$ cat src/rtl/evm_pkg.sv
package evm_pkg;
  typedef enum logic [2:0] {
    ST_IDLE,
    ST_RUN,
    ST_PREP,
    ST_DIV,
    ST_ROOT,
    ST_DONE
  } evm_state_t;

  // percent squared: 100^2
  localparam int unsigned PCT_SQ   = 10000;
  localparam int unsigned PCT_SQ_W = 14;
endpackage

$ cat src/rtl/evm_slicer.sv
module evm_slicer #(
  parameter int DW = 12,
  parameter int LW = DW + 2
) (
  input  logic signed [DW-1:0] x,
  input  logic        [DW-2:0] step,
  output logic signed [LW-1:0] lvl
);
  logic signed [LW-1:0] xs, u1, u2, u3;

  always_comb begin
    xs = x;
    u1 = $signed({3'b000, step});
    u2 = u1 <<< 1;
    u3 = u1 + u2;
    if (xs < -u2)      lvl = -u3;
    else if (xs < 0)   lvl = -u1;
    else if (xs < u2)  lvl = u1;
    else               lvl = u3;
  end
endmodule

$ cat src/rtl/evm_accum.sv
module evm_accum #(
  parameter int DW   = 12,
  parameter int LW   = DW + 2,
  parameter int ACCW = 44
) (
  input  logic                 clk,
  input  logic                 rst_n,
  input  logic                 clr,
  input  logic                 en,
  input  logic signed [DW-1:0] xi,
  input  logic signed [DW-1:0] xq,
  input  logic signed [LW-1:0] ii,
  input  logic signed [LW-1:0] iq,
  output logic [ACCW-1:0]      err_sum,
  output logic [ACCW-1:0]      ref_sum
);
  localparam int EW = LW + 1;

  logic signed [EW-1:0]   xi_e, xq_e, ii_e, iq_e, di, dq;
  logic signed [2*EW-1:0] pdi, pdq;
  logic signed [2*LW-1:0] pri, prq;
  logic [ACCW-1:0]        err_term, ref_term;

  always_comb begin
    xi_e = xi;
    xq_e = xq;
    ii_e = ii;
    iq_e = iq;
    di   = xi_e - ii_e;
    dq   = xq_e - iq_e;
    pdi  = di * di;
    pdq  = dq * dq;
    pri  = ii * ii;
    prq  = iq * iq;
    err_term = ACCW'({1'b0, pdi}) + ACCW'({1'b0, pdq});
    ref_term = ACCW'({1'b0, pri}) + ACCW'({1'b0, prq});
  end

  always_ff @(posedge clk or negedge rst_n) begin
    if (!rst_n) begin
      err_sum <= '0;
      ref_sum <= '0;
    end else if (clr) begin
      err_sum <= '0;
      ref_sum <= '0;
    end else if (en) begin
      err_sum <= err_sum + err_term;
      ref_sum <= ref_sum + ref_term;
    end
  end
endmodule

$ cat src/rtl/evm_divider.sv
module evm_divider #(
  parameter int NW  = 74,
  parameter int DNW = 44,
  parameter int QW  = 32
) (
  input  logic           clk,
  input  logic           rst_n,
  input  logic           go,
  input  logic [NW-1:0]  num,
  input  logic [DNW-1:0] den,
  output logic           fin,
  output logic [QW-1:0]  quo
);
  localparam int CW = $clog2(NW + 1);

  logic           busy, ovf, ge;
  logic [CW-1:0]  cnt;
  logic [NW-1:0]  nsh;
  logic [DNW-1:0] rem, den_q, rem_nx;
  logic [QW-1:0]  qsh;
  logic [DNW:0]   trial, diff;

  always_comb begin
    trial  = {rem, nsh[NW-1]};
    ge     = trial >= {1'b0, den_q};
    diff   = trial - {1'b0, den_q};
    rem_nx = ge ? diff[DNW-1:0] : trial[DNW-1:0];
    quo    = ovf ? '1 : qsh;
  end

  always_ff @(posedge clk or negedge rst_n) begin
    if (!rst_n) begin
      busy  <= 1'b0;
      ovf   <= 1'b0;
      fin   <= 1'b0;
      cnt   <= '0;
      nsh   <= '0;
      rem   <= '0;
      den_q <= '0;
      qsh   <= '0;
    end else begin
      fin <= 1'b0;
      if (go) begin
        busy  <= 1'b1;
        ovf   <= 1'b0;
        cnt   <= '0;
        nsh   <= num;
        rem   <= '0;
        den_q <= den;
        qsh   <= '0;
      end else if (busy) begin
        nsh <= nsh << 1;
        rem <= rem_nx;
        qsh <= {qsh[QW-2:0], ge};
        ovf <= ovf | qsh[QW-1];
        cnt <= cnt + 1'b1;
        if (cnt == CW'(NW - 1)) begin
          busy <= 1'b0;
          fin  <= 1'b1;
        end
      end
    end
  end
endmodule

$ cat src/rtl/evm_isqrt.sv
module evm_isqrt #(
  parameter int OW = 16
) (
  input  logic            clk,
  input  logic            rst_n,
  input  logic            go,
  input  logic [2*OW-1:0] rad,
  output logic            fin,
  output logic [OW-1:0]   root
);
  logic            busy;
  logic [2*OW-1:0] rad_q, sq;
  logic [OW-1:0]   bit_q, trial;

  always_comb begin
    trial = root | bit_q;
    sq    = {{OW{1'b0}}, trial} * {{OW{1'b0}}, trial};
  end

  always_ff @(posedge clk or negedge rst_n) begin
    if (!rst_n) begin
      busy  <= 1'b0;
      fin   <= 1'b0;
      rad_q <= '0;
      root  <= '0;
      bit_q <= '0;
    end else begin
      fin <= 1'b0;
      if (go) begin
        busy  <= 1'b1;
        rad_q <= rad;
        root  <= '0;
        bit_q <= {1'b1, {(OW-1){1'b0}}};
      end else if (busy) begin
        if (sq <= rad_q) root <= trial;
        bit_q <= bit_q >> 1;
        if (bit_q[0]) begin
          busy <= 1'b0;
          fin  <= 1'b1;
        end
      end
    end
  end
endmodule

$ cat src/rtl/evm_meter.sv
module evm_meter #(
  parameter int DW      = 12,
  parameter int SYM_LOG = 16,
  parameter int CNTW    = 17,
  parameter int FRAC    = 8,
  parameter int OW      = 16,
  localparam int ACCW   = 2*DW + 4 + SYM_LOG
) (
  input  logic                 clk,
  input  logic                 rst_n,
  input  logic                 start,
  input  logic [CNTW-1:0]      cfg_sym_count,
  input  logic [DW-2:0]        cfg_step,
  input  logic                 cfg_ref_en,
  input  logic                 s_valid,
  output logic                 s_ready,
  input  logic signed [DW-1:0] s_i,
  input  logic signed [DW-1:0] s_q,
  input  logic signed [DW-1:0] s_ref_i,
  input  logic signed [DW-1:0] s_ref_q,
  output logic [ACCW-1:0]      err_sum,
  output logic [ACCW-1:0]      ref_sum,
  output logic [OW-1:0]        evm_pct,
  output logic                 done,
  output logic                 ref_zero
);
  import evm_pkg::*;

  localparam int LW = DW + 2;
  localparam int QW = 2 * OW;
  localparam int NW = ACCW + PCT_SQ_W + 2*FRAC;

  evm_state_t           state;
  logic [CNTW-1:0]      remain;
  logic                 accept, div_go, div_fin, root_go, root_fin;
  logic [NW-1:0]        num_w;
  logic [QW-1:0]        quo;
  logic [OW-1:0]        root;
  logic signed [DW-1:0] smp [2];
  logic signed [DW-1:0] rsm [2];
  logic signed [LW-1:0] lvl [2];
  logic signed [LW-1:0] ideal [2];

  assign smp[0] = s_i;
  assign smp[1] = s_q;
  assign rsm[0] = s_ref_i;
  assign rsm[1] = s_ref_q;

  for (genvar a = 0; a < 2; a++) begin : g_axis
    evm_slicer #(.DW(DW), .LW(LW)) u_slc (
      .x    (smp[a]),
      .step (cfg_step),
      .lvl  (lvl[a])
    );
    always_comb begin
      if (cfg_ref_en) ideal[a] = LW'(rsm[a]);
      else            ideal[a] = lvl[a];
    end
  end

  assign s_ready = (state == ST_RUN) && (remain != '0);
  assign accept  = s_valid && s_ready;
  assign done    = (state == ST_DONE);
  assign div_go  = (state == ST_PREP) && (ref_sum != '0);
  assign root_go = (state == ST_DIV) && div_fin;
  assign num_w   = (NW'(err_sum) * NW'(PCT_SQ)) << (2*FRAC);

  evm_accum #(.DW(DW), .LW(LW), .ACCW(ACCW)) u_acc (
    .clk     (clk),
    .rst_n   (rst_n),
    .clr     (start),
    .en      (accept),
    .xi      (s_i),
    .xq      (s_q),
    .ii      (ideal[0]),
    .iq      (ideal[1]),
    .err_sum (err_sum),
    .ref_sum (ref_sum)
  );

  evm_divider #(.NW(NW), .DNW(ACCW), .QW(QW)) u_div (
    .clk   (clk),
    .rst_n (rst_n),
    .go    (div_go),
    .num   (num_w),
    .den   (ref_sum),
    .fin   (div_fin),
    .quo   (quo)
  );

  evm_isqrt #(.OW(OW)) u_sqrt (
    .clk   (clk),
    .rst_n (rst_n),
    .go    (root_go),
    .rad   (quo),
    .fin   (root_fin),
    .root  (root)
  );

  always_ff @(posedge clk or negedge rst_n) begin
    if (!rst_n) begin
      state    <= ST_IDLE;
      remain   <= '0;
      evm_pct  <= '0;
      ref_zero <= 1'b0;
    end else if (start) begin
      state    <= ST_RUN;
      remain   <= cfg_sym_count;
      evm_pct  <= '0;
      ref_zero <= 1'b0;
    end else begin
      unique case (state)
        ST_RUN: begin
          if (accept) remain <= remain - 1'b1;
          if (remain == '0) state <= ST_PREP;
        end
        ST_PREP: begin
          if (ref_sum == '0) begin
            ref_zero <= 1'b1;
            evm_pct  <= '1;
            state    <= ST_DONE;
          end else begin
            state <= ST_DIV;
          end
        end
        ST_DIV:  if (div_fin) state <= ST_ROOT;
        ST_ROOT: begin
          if (root_fin) begin
            evm_pct <= root;
            state   <= ST_DONE;
          end
        end
        default: state <= state;
      endcase
    end
  end
endmodule

$ cat config.mk
export PLATFORM = sky130hd
export DESIGN_NAME = evm_meter
export DESIGN_NICKNAME = d
export VERILOG_FILES = /design/src/rtl/evm_pkg.sv /design/src/rtl/evm_slicer.sv /design/src/rtl/evm_accum.sv /design/src/rtl/evm_divider.sv /design/src/rtl/evm_isqrt.sv /design/src/rtl/evm_meter.sv
export SDC_FILE = /design/constraint.sdc
export NUM_CORES = 2
export LEC_CHECK = 0
export ABC_AREA = 1
export BUFFER_PORTS_ARGS = -buffer_cell sky130_fd_sc_hd__buf_2
export CAP_MARGIN = 15
export CORE_UTILIZATION = 55
export DETAILED_ROUTE_END_ITERATION = 12
export HOLD_SLACK_MARGIN = 0.02
export PLACE_DENSITY_LB_ADDON = 0.3
export SLEW_MARGIN = 20
export SYNTH_ARGS = -nofsm -noshare
export SYNTH_HDL_FRONTEND = slang
export SYNTH_SLANG_ARGS = --single-unit
$ cat constraint.sdc
create_clock -name clk -period 17.39 [get_ports clk]
set_input_delay 3.478 -clock clk [delete_from_list [all_inputs] [get_ports clk]]
set_output_delay 3.478 -clock clk [all_outputs]
set_load 0.1 [all_outputs]
==> metrics.yaml <==
setup_path:
  critical_path.top_delay_family: "adder cells"
  timing.critical_path.mode_cell: "sky130_fd_sc_hd__nand2_1"
  max_stage_delay_ns: 0.53
  timing.critical_path.to_type: "flop"
  worst_path_max_delay_cell: "sky130_fd_sc_hd__fa_1"
  critPathLaunchType: "primary input"
  critical_path.max_fanout: 17
  timing.setup.critical_path_class: "in -> reg"
  timing.critical_path.buf_inv: 9
  cp.arrival_ns: 16.74
  cp.required_ns: 17.84
layout:
  fin_util: 0.590
  finalNetCount: 11300
  fillCellCount: 11900
  area_growth_syn_to_layout_pct: 6.00
  drive_gt1_frac: 0.0520
die:
  start_util: 0.557
  die_h_um: 365
  chipWidth_um: 365
  rows: 132
  pin_count: 188
  core_region_area_um2: 130000
  die_area_um2: 133000
clocking:
  post_cts_hold_buffer_count: 0
  tritoncts_num_sinks: 375
  clock_transition_at_the_registers_of_the_reported_paths_ns: 0.06
  cts-htree-levels: 2
  cts_made_buffers: 38
  clockBufferDepth: 3
  cts-root-buf: "sky130_fd_sc_hd__clkbuf_16"
  cts_tree: "yes"
  clock_latency_ns: 0.59
timing:
  achievable-frequency_ghz: 0.0614
  maxSlewHeadroom: 0.286
  finalWorstPathRequiredPeriod_ns: 16.29
  min_period_over_period: 0.937
  worst-slew-pin-transition_ns: 1.07
  rsz_0062_raised_after_global_routing: "no"
  number_of_setup_violations_in_the_final_report: 0
  final-hold-violation-count: 0
  final.setup_skew_ns: 0.0394
  final_slew_violations: 0
  totalNegativeSetupSlack_ns: 0
global_route:
  globalRoute.totalOverflow: 0
  groute.usage.overall: 0.304
  grt_start_max_net_pins: 90
  grt_pass1_vias: 61600
  grt_first_pass_wirelength_um: 322000
  grt_antenna_before_repair: 5
detailed_routing:
  routed_wl_um: 200000
  drc: 0
  ant_nets: 0
  first_pass_iteration_count_of_the_detailed_router: 5
  vias_per_cell: 5.47
  routed-via-count: 60900
  routed_wire_length_per_instance_um: 18.0
  initial_drt_markers: 4480
synth:
  synth_area_per_cell_um2: 7.87
  synth_edf_count: 0
  synth_seq_cells: 375
  synth_seq_area_share: 0.129
  synth_fp_nets: 11200
  synth_cell_type_count: 74
  netlist_area_um2: 72500
  postSynth.asyncResetShare: 1.00
  ys.flop_type: "sky130_fd_sc_hd__dfrtp_1"
  cell_count_after_synthesis: 9213
  synth_warnings: 0
min_path:
  hold_class: "reg -> reg"
place:
  post-dp-hpwl_um: 169000
  gpl.final_weighted_congestion: 0.992
  io_buffer_count: 187
outcome:
  run_status: "complete, no violations"
flow_run:
  max_cap_violations: 0
[state kept, by name, summed over array words and instances, names as in the netlist, 16 cells and up]
name and cells:
u_acc.err_sum 44, u_sqrt.bit_q 16, evm_pct 16, u_div.den_q 44
u_div.qsh 32, u_sqrt.root 16, u_acc.ref_sum 44, u_div.rem 44
u_div.nsh 54, u_sqrt.rad_q 32, remain 17
[layout make-up]
| cell class | count | area (um^2) | share of cell area |
|---|---|---|---|
| inverters | 2137 | 8030 | 0.105 |
| clock buffers | 47 | 1040 | 0.0135 |
| flip-flops and latches | 375 | 9380 | 0.122 |
| repair buffers | 271 | 1590 | 0.0207 |
| clock inverters | 21 | 204 | 0.00265 |
| multi-input cells | 6526 | 54400 | 0.708 |
| diodes | 1 | 2.50 | 0.0000326 |
| well taps | 1742 | 2180 | 0.0284 |
[cell usage after synthesis (23+ instances only)]
| library cell | n | share of area |
|---|---|---|
| sky130_fd_sc_hd__a21o_1 | 48 | 0.0050 |
| sky130_fd_sc_hd__a21oi_1 | 558 | 0.039 |
| sky130_fd_sc_hd__a31oi_1 | 63 | 0.0054 |
| sky130_fd_sc_hd__buf_2 | 25 | 0.0017 |
| sky130_fd_sc_hd__clkbuf_1 | 118 | 0.0061 |
| sky130_fd_sc_hd__dfrtp_1 | 375 | 0.13 |
| sky130_fd_sc_hd__fa_1 | 1033 | 0.29 |
| sky130_fd_sc_hd__ha_1 | 843 | 0.15 |
| sky130_fd_sc_hd__inv_1 | 2108 | 0.11 |
| sky130_fd_sc_hd__nand2_1 | 1382 | 0.072 |
| sky130_fd_sc_hd__nand2_2 | 23 | 0.0020 |
| sky130_fd_sc_hd__nand3_1 | 272 | 0.019 |
| sky130_fd_sc_hd__nand4_1 | 74 | 0.0064 |
| sky130_fd_sc_hd__nor2_1 | 873 | 0.045 |
| sky130_fd_sc_hd__nor3_1 | 72 | 0.0050 |
| sky130_fd_sc_hd__nor4_1 | 26 | 0.0022 |
| sky130_fd_sc_hd__o211ai_1 | 49 | 0.0051 |
| sky130_fd_sc_hd__o21a_1 | 26 | 0.0027 |
| sky130_fd_sc_hd__o21ai_0 | 526 | 0.036 |
| sky130_fd_sc_hd__o21bai_1 | 50 | 0.0052 |
| sky130_fd_sc_hd__o221ai_1 | 28 | 0.0034 |
| sky130_fd_sc_hd__o22ai_1 | 64 | 0.0055 |
| sky130_fd_sc_hd__or2_2 | 36 | 0.0031 |
| sky130_fd_sc_hd__xnor2_1 | 152 | 0.018 |
| sky130_fd_sc_hd__xor2_1 | 179 | 0.022 |
[per-layer routing]
| layer | GRT usage | wire length, um | share of wire | vias up |
|---|---|---|---|---|
| met2 | 0.496 | 91300 | 0.46 | 1873 |
| met1 | 0.427 | 89700 | 0.45 | 29700 |
| met3 | 0.0333 | 12700 | 0.063 | 296 |
| met4 | 0.0911 | 6390 | 0.032 | 6 |
| met5 | 0 | 41 | 0.00020 | - |
| li1 | - | - | - | 29000 |
[per-stage QoR]
| stage | hold WS, ns | instances | setup WS, ns | instance area [um^2] |
|---|---|---|---|---|
| 2_1_floorplan | 0.453 | 9213 | 1.86 | 72500 |
| 3_3_place_gp | 0.466 | 11100 | 0.777 | 75500 |
| 5_1_grt | 0.500 | 11100 | 0.0296 | 76800 |
| 3_5_place_dp | 0.470 | 11100 | 0.365 | 75500 |
| 6_report | 0.481 | 11100 | 1.10 | 76800 |
| 4_1_cts | 0.487 | 11100 | 0.935 | 76800 |
[worst paths after layout]
| path | start | end | slack, ns | cells past startpoint |
|---|---|---|---|---|
| min reg2reg | evm_pct[4] | evm_pct[4] | 0.48 | 2 |
| min in group asynchronous | rst_n | u_div.nsh[64] | 2.89 | 1 |
| min | evm_pct[4] | evm_pct[4] | 0.48 | 2 |
| max | cfg_step[1] | u_acc.err_sum[32] | 1.10 | 69 |
| max in group asynchronous | rst_n | u_sqrt.root[4] | 12.54 | 3 |
| max reg2reg | u_sqrt.bit_q[7] | u_sqrt.root[3] | 7.68 | 35 |
[worst min-delay path, cell delays in order (launching register included)]
cell and delay (ns):
sky130_fd_sc_hd__dfrtp_1 0.34, sky130_fd_sc_hd__nand2_1 0.05, sky130_fd_sc_hd__o21ai_0 0.05
[layout by cell type, fill, tap and decap left out, types with 25 or more instances in the layout]
cell type and instances:
sky130_fd_sc_hd__nor4_1 26, sky130_fd_sc_hd__fa_1 1033, sky130_fd_sc_hd__nand4_1 74, sky130_fd_sc_hd__xnor2_1 151
sky130_fd_sc_hd__or2_2 36, sky130_fd_sc_hd__nor3_1 72, sky130_fd_sc_hd__buf_2 186, sky130_fd_sc_hd__buf_4 81
sky130_fd_sc_hd__o21a_1 26, sky130_fd_sc_hd__inv_1 2105, sky130_fd_sc_hd__a21oi_1 558, sky130_fd_sc_hd__o221ai_1 28
sky130_fd_sc_hd__nand3_1 271, sky130_fd_sc_hd__o21bai_1 50, sky130_fd_sc_hd__o21ai_0 523, sky130_fd_sc_hd__clkbuf_16 39
sky130_fd_sc_hd__dfrtp_1 375, sky130_fd_sc_hd__o22ai_1 64, sky130_fd_sc_hd__xor2_1 179, sky130_fd_sc_hd__a31oi_1 63
sky130_fd_sc_hd__nor2_1 869, sky130_fd_sc_hd__nand2_1 1376, sky130_fd_sc_hd__a21o_1 48, sky130_fd_sc_hd__inv_2 25
sky130_fd_sc_hd__nand2_2 27, sky130_fd_sc_hd__o211ai_1 49, sky130_fd_sc_hd__ha_1 841
[logic make-up (layout without fill, tap and decap cells)]
logic type,Yosys count,after routing,synth area share
buffers and inverters,2312,2476,0.121
AO/OA/AOI/OAI,1494,1494,0.117
other,0,1,0
adder cells (fa/ha/maj),1876,1876,0.431
AND/OR/NAND/NOR,2824,2824,0.161
XOR/XNOR,332,332,0.0402
flip-flops,375,375,0.129
[timing repair]
item | CTS | global route
setup buffers | 0 | 0
resized for setup | 0 | 13
endpoints found under the setup margin | 0 | 15
endpoints found under the hold margin | 0 | 0
Power is not shown: default switching activity piles up to over one toggle a cycle in this logic, so the estimate is an artifact.
